## src/rtl/misalign_split.sv

```systemverilog
module misalign_split #(
  parameter int AW        = 32,
  parameter int PAGE_BITS = 12,
  parameter int SEG_BITS  = 28
) (
  input  logic          clk,
  input  logic          rst_n,
  input  logic          req_valid,
  output logic          req_ready,
  input  logic [AW-1:0] req_addr,
  input  logic [1:0]    req_size,
  input  logic [2:0]    req_class,
  input  logic          req_write,
  input  logic [63:0]   req_wdata,
  input  logic          le_mode,
  input  logic          seg_t,
  input  logic          data_reloc,
  output logic          trap,
  output logic [AW-1:0] fault_addr,
  output logic          bus_valid,
  input  logic          bus_ready,
  output logic [AW-1:0] bus_addr,
  output logic [7:0]    bus_be,
  output logic          bus_write,
  output logic [63:0]   bus_wdata,
  input  logic [63:0]   bus_rdata,
  output logic          rsp_valid,
  output logic [63:0]   rsp_data
);

  localparam logic [2:0] C_INT  = 3'd0;
  localparam logic [2:0] C_ATOM = 3'd1;
  localparam logic [2:0] C_SGL  = 3'd2;
  localparam logic [2:0] C_DBL  = 3'd3;
  localparam logic [2:0] C_MULT = 3'd4;

  typedef enum logic [1:0] {IDLE, XF1, XF2} st_t;
  st_t st;

  logic [3:0]    nb, c1;
  logic [AW-1:0] last;
  logic          unused_lo;
  logic          misal, wmis, x4k, x256, bad, gran8, split, take;

  assign nb        = 4'd1 << req_size;
  assign last      = req_addr + AW'(nb - 4'd1);
  assign unused_lo = ^last[1:0];
  assign misal     = (req_addr[2:0] & 3'(nb - 4'd1)) != 3'd0;
  assign wmis      = req_addr[1:0] != 2'd0;
  assign x4k       = req_addr[AW-1:PAGE_BITS] != last[AW-1:PAGE_BITS];
  assign x256      = req_addr[AW-1:SEG_BITS] != last[AW-1:SEG_BITS];

  assign bad = x256
             | (le_mode & (misal | (req_class == C_MULT)))
             | (wmis & ((req_class == C_ATOM) | (req_class == C_DBL) | (req_class == C_MULT)))
             | (misal & (req_class == C_SGL))
             | (x4k & ~seg_t & data_reloc);

  assign gran8 = req_size == 2'd3;
  assign split = gran8 ? (req_addr[2:0] != 3'd0) : (req_addr[AW-1:2] != last[AW-1:2]);
  assign c1    = !split ? nb
               : gran8  ? 4'd8 - {1'b0, req_addr[2:0]}
               :          4'd4 - {2'b0, req_addr[1:0]};

  assign req_ready = st == IDLE;
  assign trap      = req_valid & req_ready & bad;
  assign take      = req_valid & req_ready & ~bad;

  logic [AW-1:0] a_q;
  logic [3:0]    n_q, c1_q;
  logic          two_q, wr_q;
  logic [63:0]   wd_q, part_q;

  logic [AW-1:0] cs;
  logic [3:0]    cn;
  logic [63:0]   cd, keep, got;
  logic [8:0]    m9;

  assign cs = (st == XF2) ? a_q + AW'(c1_q) : a_q;
  assign cn = (st == XF2) ? n_q - c1_q : c1_q;
  assign cd = (st == XF2) ? wd_q >> {c1_q, 3'b0} : wd_q;
  assign m9 = (9'd1 << cn) - 9'd1;

  always_comb
    for (int i = 0; i < 8; i++) keep[8*i +: 8] = {8{m9[i]}};

  assign got       = (bus_rdata >> {cs[2:0], 3'b0}) & keep;
  assign bus_valid = st != IDLE;
  assign bus_addr  = {cs[AW-1:3], 3'b000};
  assign bus_be    = m9[7:0] << cs[2:0];
  assign bus_write = wr_q;
  assign bus_wdata = cd << {cs[2:0], 3'b0};

  always_ff @(posedge clk or negedge rst_n) begin
    if (!rst_n) begin
      st         <= IDLE;
      fault_addr <= '0;
      rsp_valid  <= 1'b0;
      rsp_data   <= '0;
      a_q        <= '0;
      n_q        <= '0;
      c1_q       <= '0;
      two_q      <= 1'b0;
      wr_q       <= 1'b0;
      wd_q       <= '0;
      part_q     <= '0;
    end else begin
      rsp_valid <= 1'b0;
      if (trap) fault_addr <= req_addr;
      case (st)
        IDLE: if (take) begin
          a_q   <= req_addr;
          n_q   <= nb;
          c1_q  <= c1;
          two_q <= split;
          wr_q  <= req_write;
          wd_q  <= req_wdata;
          st    <= XF1;
        end
        XF1: if (bus_ready) begin
          if (two_q) begin
            part_q <= got;
            st     <= XF2;
          end else begin
            rsp_valid <= 1'b1;
            rsp_data  <= wr_q ? '0 : got;
            st        <= IDLE;
          end
        end
        XF2: if (bus_ready) begin
          rsp_valid <= 1'b1;
          rsp_data  <= wr_q ? '0 : (part_q | (got << {c1_q, 3'b0}));
          st        <= IDLE;
        end
        default: st <= IDLE;
      endcase
    end
  end

endmodule


```

## config.mk

```make
export PLATFORM = sky130hd
export DESIGN_NAME = misalign_split
export DESIGN_NICKNAME = d
export VERILOG_FILES = /design/src/rtl/misalign_split.sv
export SDC_FILE = /design/constraint.sdc
export NUM_CORES = 1
export LEC_CHECK = 0
export BUFFER_PORTS_ARGS = -buffer_cell sky130_fd_sc_hd__buf_2
export CORE_MARGIN = 5
export CORE_UTILIZATION = 55
export DETAILED_ROUTE_END_ITERATION = 10
export PLACE_DENSITY = 0.81
export SYNTH_ARGS = -nofsm -noshare
export SYNTH_HDL_FRONTEND = slang
export SYNTH_SLANG_ARGS = --single-unit
```

## constraint.sdc

```tcl
create_clock -name clk -period 6.25 [get_ports clk]
set_input_delay 0.3125 -clock clk [delete_from_list [all_inputs] [get_ports clk]]
set_output_delay 0.3125 -clock clk [all_outputs]
set_load 0.02 [all_outputs]
```

Word level (Yosys, flattened, before mapping)
Cells that the tools add are included.
Widths: inputs -> output; s select.

cells by class
  bitwise gates (word level) = 20
  multiplexer cells = 21
  $add $sub $neg = 8
  eq/ne operators = 14
  shifts and indexed selects = 7
  reductions and logical operators = 10

operators with widths
  cell                 count
  $mux 64              6
  $pmux 64 s2          1
  $and 64x64->64       1
  $or 64x64->64        1
  $shl 64x6->64        1
  $shl 64x7->64        1
  $shr 64x6->64        1
  $shr 64x7->64        1
  $add 32x32->32       1
  $add 32x4->32        1
  $mux 32              1
  $ne 30x30->1         1
  $ne 20x20->1         1
  $mux 4               3
  $and 1x1->1          8
  $mux 2               4
  $shl 1x4->8 const A  1
  $shl 8x3->8          1
  $sub 8x1->8 const B  1
  $or 1x1->1           7
  $eq 3x2->1 const B   2
  $ne 2x2->1 const B   3
  $pmux 2 s3           1
  $reduce_and 3->1     2
  21 further kinds     29

storage, ports and cells
  bits in registers = 269
  word-level logic and storage cells = 91
  input bits = 173
  output and inout port bits = 205

Longest topological paths before layout
  depth in word-level cells = 14
  mapped depth = 21
  gate-level depth less buffers = 18

Worst setup path before layout
OpenSTA, ideal clock, no wires.

  path type = input to register
  start = in req_size[1]
  end = reg wd_q[44]
  buffers on the path = 4
  data arrival time = 5.011 ns
  setup slack = 1.111 ns
  stages on the path = 18
  path through = buf_2 > nand2b_1 > ha_1 > nor2b_1 > ha_1 > a21oi_1 > o21ai_1 > a21oi_1 > o21ai_0 > o211ai_1 > a22oi_1 > a211o_1 > nor4_4 > and3_1 > buf_4 > buf_8 > buf_8 > mux2_1

between the ends
  cells in the longest elaborated chain, start to end = 13

RTL lines
  item                                                    line  text
  from (decl)                                             11    input logic [1:0] req_size,
  $shl 1x2->4 *                                           45    assign nb = 4'd1 << req_size;
  branches (longest 8 deep; another with $add 32x32->32)  --
  $or 1x1->1 *                                            57    | (x4k & ~seg_t & data_reloc);
  $not 1->1 *                                             67    assign take = req_valid & req_ready & ~bad;
  $and 1x1->1 *                                           67
  $reduce_and 2->1 (no line) *                            --
  to (signal assigned)                                    117   wd_q <= req_wdata;
  to (decl)                                               72    logic [63:0] wd_q, part_q;

Every way passes the cells marked *.
A chain may end at the register's enable or synchronous reset.

Worst setup path in the final report
  start = in req_size[1]
  end = out trap

between the ends
  cells in the longest elaborated chain, start to end = 11

RTL lines
  item                                                    line  text
  $shl 1x2->4 *                                           45
  branches (longest 8 deep; another with $add 32x32->32)  --
  $or 1x1->1 *                                            57
  $and 1x1->1 *                                           66    assign trap = req_valid & req_ready & bad;
  to (decl)                                               18    output logic trap,

Marked as above.

==> summary.md <==
| Metric | Value |
|---|---|
| Clk pwr share | `10.3%` |
| Routability cong. | `1.00` |
| Number of synthesized register bits | `269` |
| Post-Place Worst Slack | `267 ps` |
| Die width | `211 um` |
| Most common cell after layout, fill and taps aside | `buf_2` |
| Worst Reg-to-Reg Cells | `19` |
| Flop pwr share | `17.5%` |
| Clock Sinks | `269` |
| Initial DRC Count | `2668` |
| Area leader, netlist | `dfrtp_1` |
| Core Rows | `73` |
| Sw Ratio | `56.5%` |
| M1 GR Usage | `47.9%` |
| CTS buffer count | `30` |
| Main flop type after synthesis | `dfrtp_1` |
| DP Area | `24400 sq um` |
| Share of cells above drive strength 1 | `23.0%` |
| Clock transition at path regs | `60 ps` |
| Drt drc | `0` |
| Pre-antenna DRT Iters | `6` |
| Switching pwr | `10100 uW` |
| Area growth from synthesis to layout | `16.9%` |
| CP Capture Type | `output port` |
| WHS Path Cells | `3` |
| YS warnings | `0` |
| DP Cell Count | `3433` |
| Vias | `24.1k` |
| WL final | `88300 um` |
| Cell count after synthesis | `2701` |
| Top cells by area, synth | `dfrtp_1 (30%), mux2_2 (7.9%), nand2_1 (5.9%)` |
| Initial Util | `55.8%` |
| Final Max Tran Viols | `0` |
| Worst Clk Skew | `29.7 ps` |
| GR met2 Demand/Resource | `63.2%` |
| Startpoint Class | `input port` |
| Num ports | `378` |
| Die area | `44600 sq um` |
| RSZ-0062 raised after global routing | `no` |
| Number of synthesized flops with an enable pin | `0` |
| CTS max path bufs | `3` |
| Lkg Pwr | `0.0119 uW` |
| Buf/Inv on CP | `4` |
| Worst-path maximum fanout | `33` |
| Setup violations, final | `0` |
| Max IR drop VDD | `0.509 mV` |
| Total setup buffers inserted after CTS | `0` |
| Power Total | `17900 uW` |
| Top Usage Layer GRT | `met2` |
| Post-route ant nets | `0` |
| Mapped Area | `22300 sq um` |
| Via/cell ratio | `6.77` |
| Setup TNS | `0 ps` |
| Slew headroom | `11.5%` |
| Fmax | `170 MHz` |
| Core Footprint | `39900 sq um` |
| Post-DP HPWL | `63300 um` |
| Final non-filler cell total | `3557` |
| Combinational fraction of design power | `72.2%` |
| Syn Area/Cell | `8.25 sq um` |
| CP Class | `in2out` |
| Nets | `3220` |
| Crit path largest cell delay | `1030 ps` |
| Largest net degree at the start of global routing | `172` |
| Final hold violations | `0` |
| Ys async rst share | `100%` |
| Root Buffer | `clkbuf_16` |
| Initial antenna violation count | `9` |
| Post-synthesis sequential area ratio | `30.2%` |
| Grt met3 use | `5.24%` |
| Port Buffers | `374` |
| Number of max-cap violations | `0` |
| Crit path depth | `17` |
| # H-tree levels | `1` |
| Worst-Skew Late Latency | `600 ps` |
| Tcrit/Tclk final | `94.0%` |
| Worst min path class | `in2reg` |
| Yosys top cell area share | `30.2%` |
| GRT Total Usage | `37.8%` |
| Fin worst setup slack | `378 ps` |
| Minimum clock period | `5870 ps` |
| Critical Path AT | `5560 ps` |
| Distinct cells, synth | `92` |
| Most frequent cells in the layout | `buf_2 (373), nand2_1 (348), dfrtp_1 (266), nor2_1 (225), a21oi_1 (215)` |
| Vias in the first global route | `23.4k` |
| Power per standard cell area | `688 nW/um^2` |
| Reg2Reg Setup Slack | `650 ps` |
| Critical path, cell by cell | `buf_2 -> nand2b_1 -> ha_1 -> nor2b_2 -> ha_1 -> a21oi_1 -> o21ai_1 -> a21oi_1 -> o21ai_0 -> o211ai_1 -> a22oi_1 -> a211o_1 -> nor4_4 -> or3_1 -> buf_4 -> inv_1 -> buf_2` |
| Internal | `7790 uW` |
| CTS tree | `yes` |
| Post-CTS resize count | `0` |
| Die Ht | `211 um` |
| Worst Path Required | `5940 ps` |
| First-pass GRT wire length | `135000 um` |
| Worst-Margin Slew | `1320 ps` |
| Largest delay contributor family on the critical path | `simple AND/OR/NAND/NOR gates` |
| Status | `finished clean` |
| GRT overflow | `0` |
| Wire per inst | `24.8 um` |
| Finished Cell Area | `26000 sq um` |
| Crit path max-delay cell type | `nor2b_2` |
## layer usage
layer	vias to the layer above	wire length, um
met5	-	59
met4	8	5780
met3	341	6720
met2	1468	42100
met1	11667	33600
li1	10609	-
## cell type report
type | instances | area (sq um)
Tap cell | 525 | 657
Fill cell | 3313 | 13900
Clock inverter | 18 | 220
Multi-Input combinational cell | 2166 | 14500
Timing Repair Buffer | 489 | 2950
Clock buffer | 36 | 793
Inverter | 45 | 170
Sequential cell | 269 | 6740
Antenna cell | 9 | 22.5
## cells by family (layout without fill, tap and decap cells)
family	Yosys count	after routing	share of synthesized area (%)
and+or+nand+nor	861	861	17.3
AOI/OAI and AO/OA	860	860	25.1
muxes	318	318	16.4
DFF	269	269	30.2
buffers and inverters	269	588	5.18
xor gates and xnor gates	77	77	3.06
adders and majority gates	46	46	2.65
other	1	13	0.0168
## sequential cells by signal (all words and copies together) (netlist names)
register,cells
bus_write,1
part_q,64
a_q,32
c1_q,4
two_q,1
rsp_data,64
rsp_valid,1
wd_q,64
st,2
n_q,4
fault_addr,32
## power by group through the flow
stage	registers, uW	clock network [uW]	logic, uW
after CTS	3070	1850	12600
final	3120	1850	12900
after floorplan	3150	0	8250
after detailed placement	3090	0	12500
after global routing	3180	1920	13700
after global placement	3050	0	12300
## final timing paths
check / endpoint / from
setup / recovery: trap / req_size[1]
hold / removal: rsp_valid$_DFF_PN0_ / bus_ready
setup reg to reg: rsp_data[49]$_DFFE_PN0P_ / c1_q[1]$_DFFE_PN0P_
hold reg to reg: part_q[45]$_DFFE_PN0P_ / part_q[45]$_DFFE_PN0P_
max in group asynchronous: c1_q[0]$_DFFE_PN0P_ / rst_n
min in group asynchronous: rsp_data[3]$_DFFE_PN0P_ / rst_n
## worst register-to-register path: stages, from the launching register on
cell	delay [ps]
dfrtp_4	470
inv_2	390
ha_1	330
nor2b_1	130
o21ai_0	180
a21boi_0	120
o21ai_0	470
xnor2_1	180
buf_4	250
nor2_1	120
nand2_1	170
ha_1	390
inv_1	170
nor3_1	220
a31oi_1	60
o21ai_1	480
o211ai_1	430
o211a_1	360
a2111oi_0	450
a2111o_1	180
## metrics by stage
stage          utilization [%]  hold WS [ps]
2_1_floorplan                -          16.9
3_3_place_gp              61.1           411
3_5_place_dp              61.1           405
4_1_cts                   65.2         0.176
5_1_grt                   65.2          11.4
6_report                  65.2          22.2
## timing repair
action                                  CTS  global route
endpoints found under the setup margin    0             0
hold endpoints to repair                159             0
hold buffers                             61             0
## cell usage after synthesis, drive strengths merged (21+ instances only)
cell and count:
dfrtp 269, nor3 47, mux2i 107, a21o 47, o211ai 46, nand3 91
nand2 348, ha 44, xor2 32, mux2 192, a22oi 49, a211oi 42
inv 45, a31oi 52, nand2b 22, o21ai 205, o221ai 21, o22ai 26
buf 86, nand4 32, a21oi 219, nor2 227, xnor2 45, clkbuf 138
No activity file was read; power rests on OpenSTA's default activity.
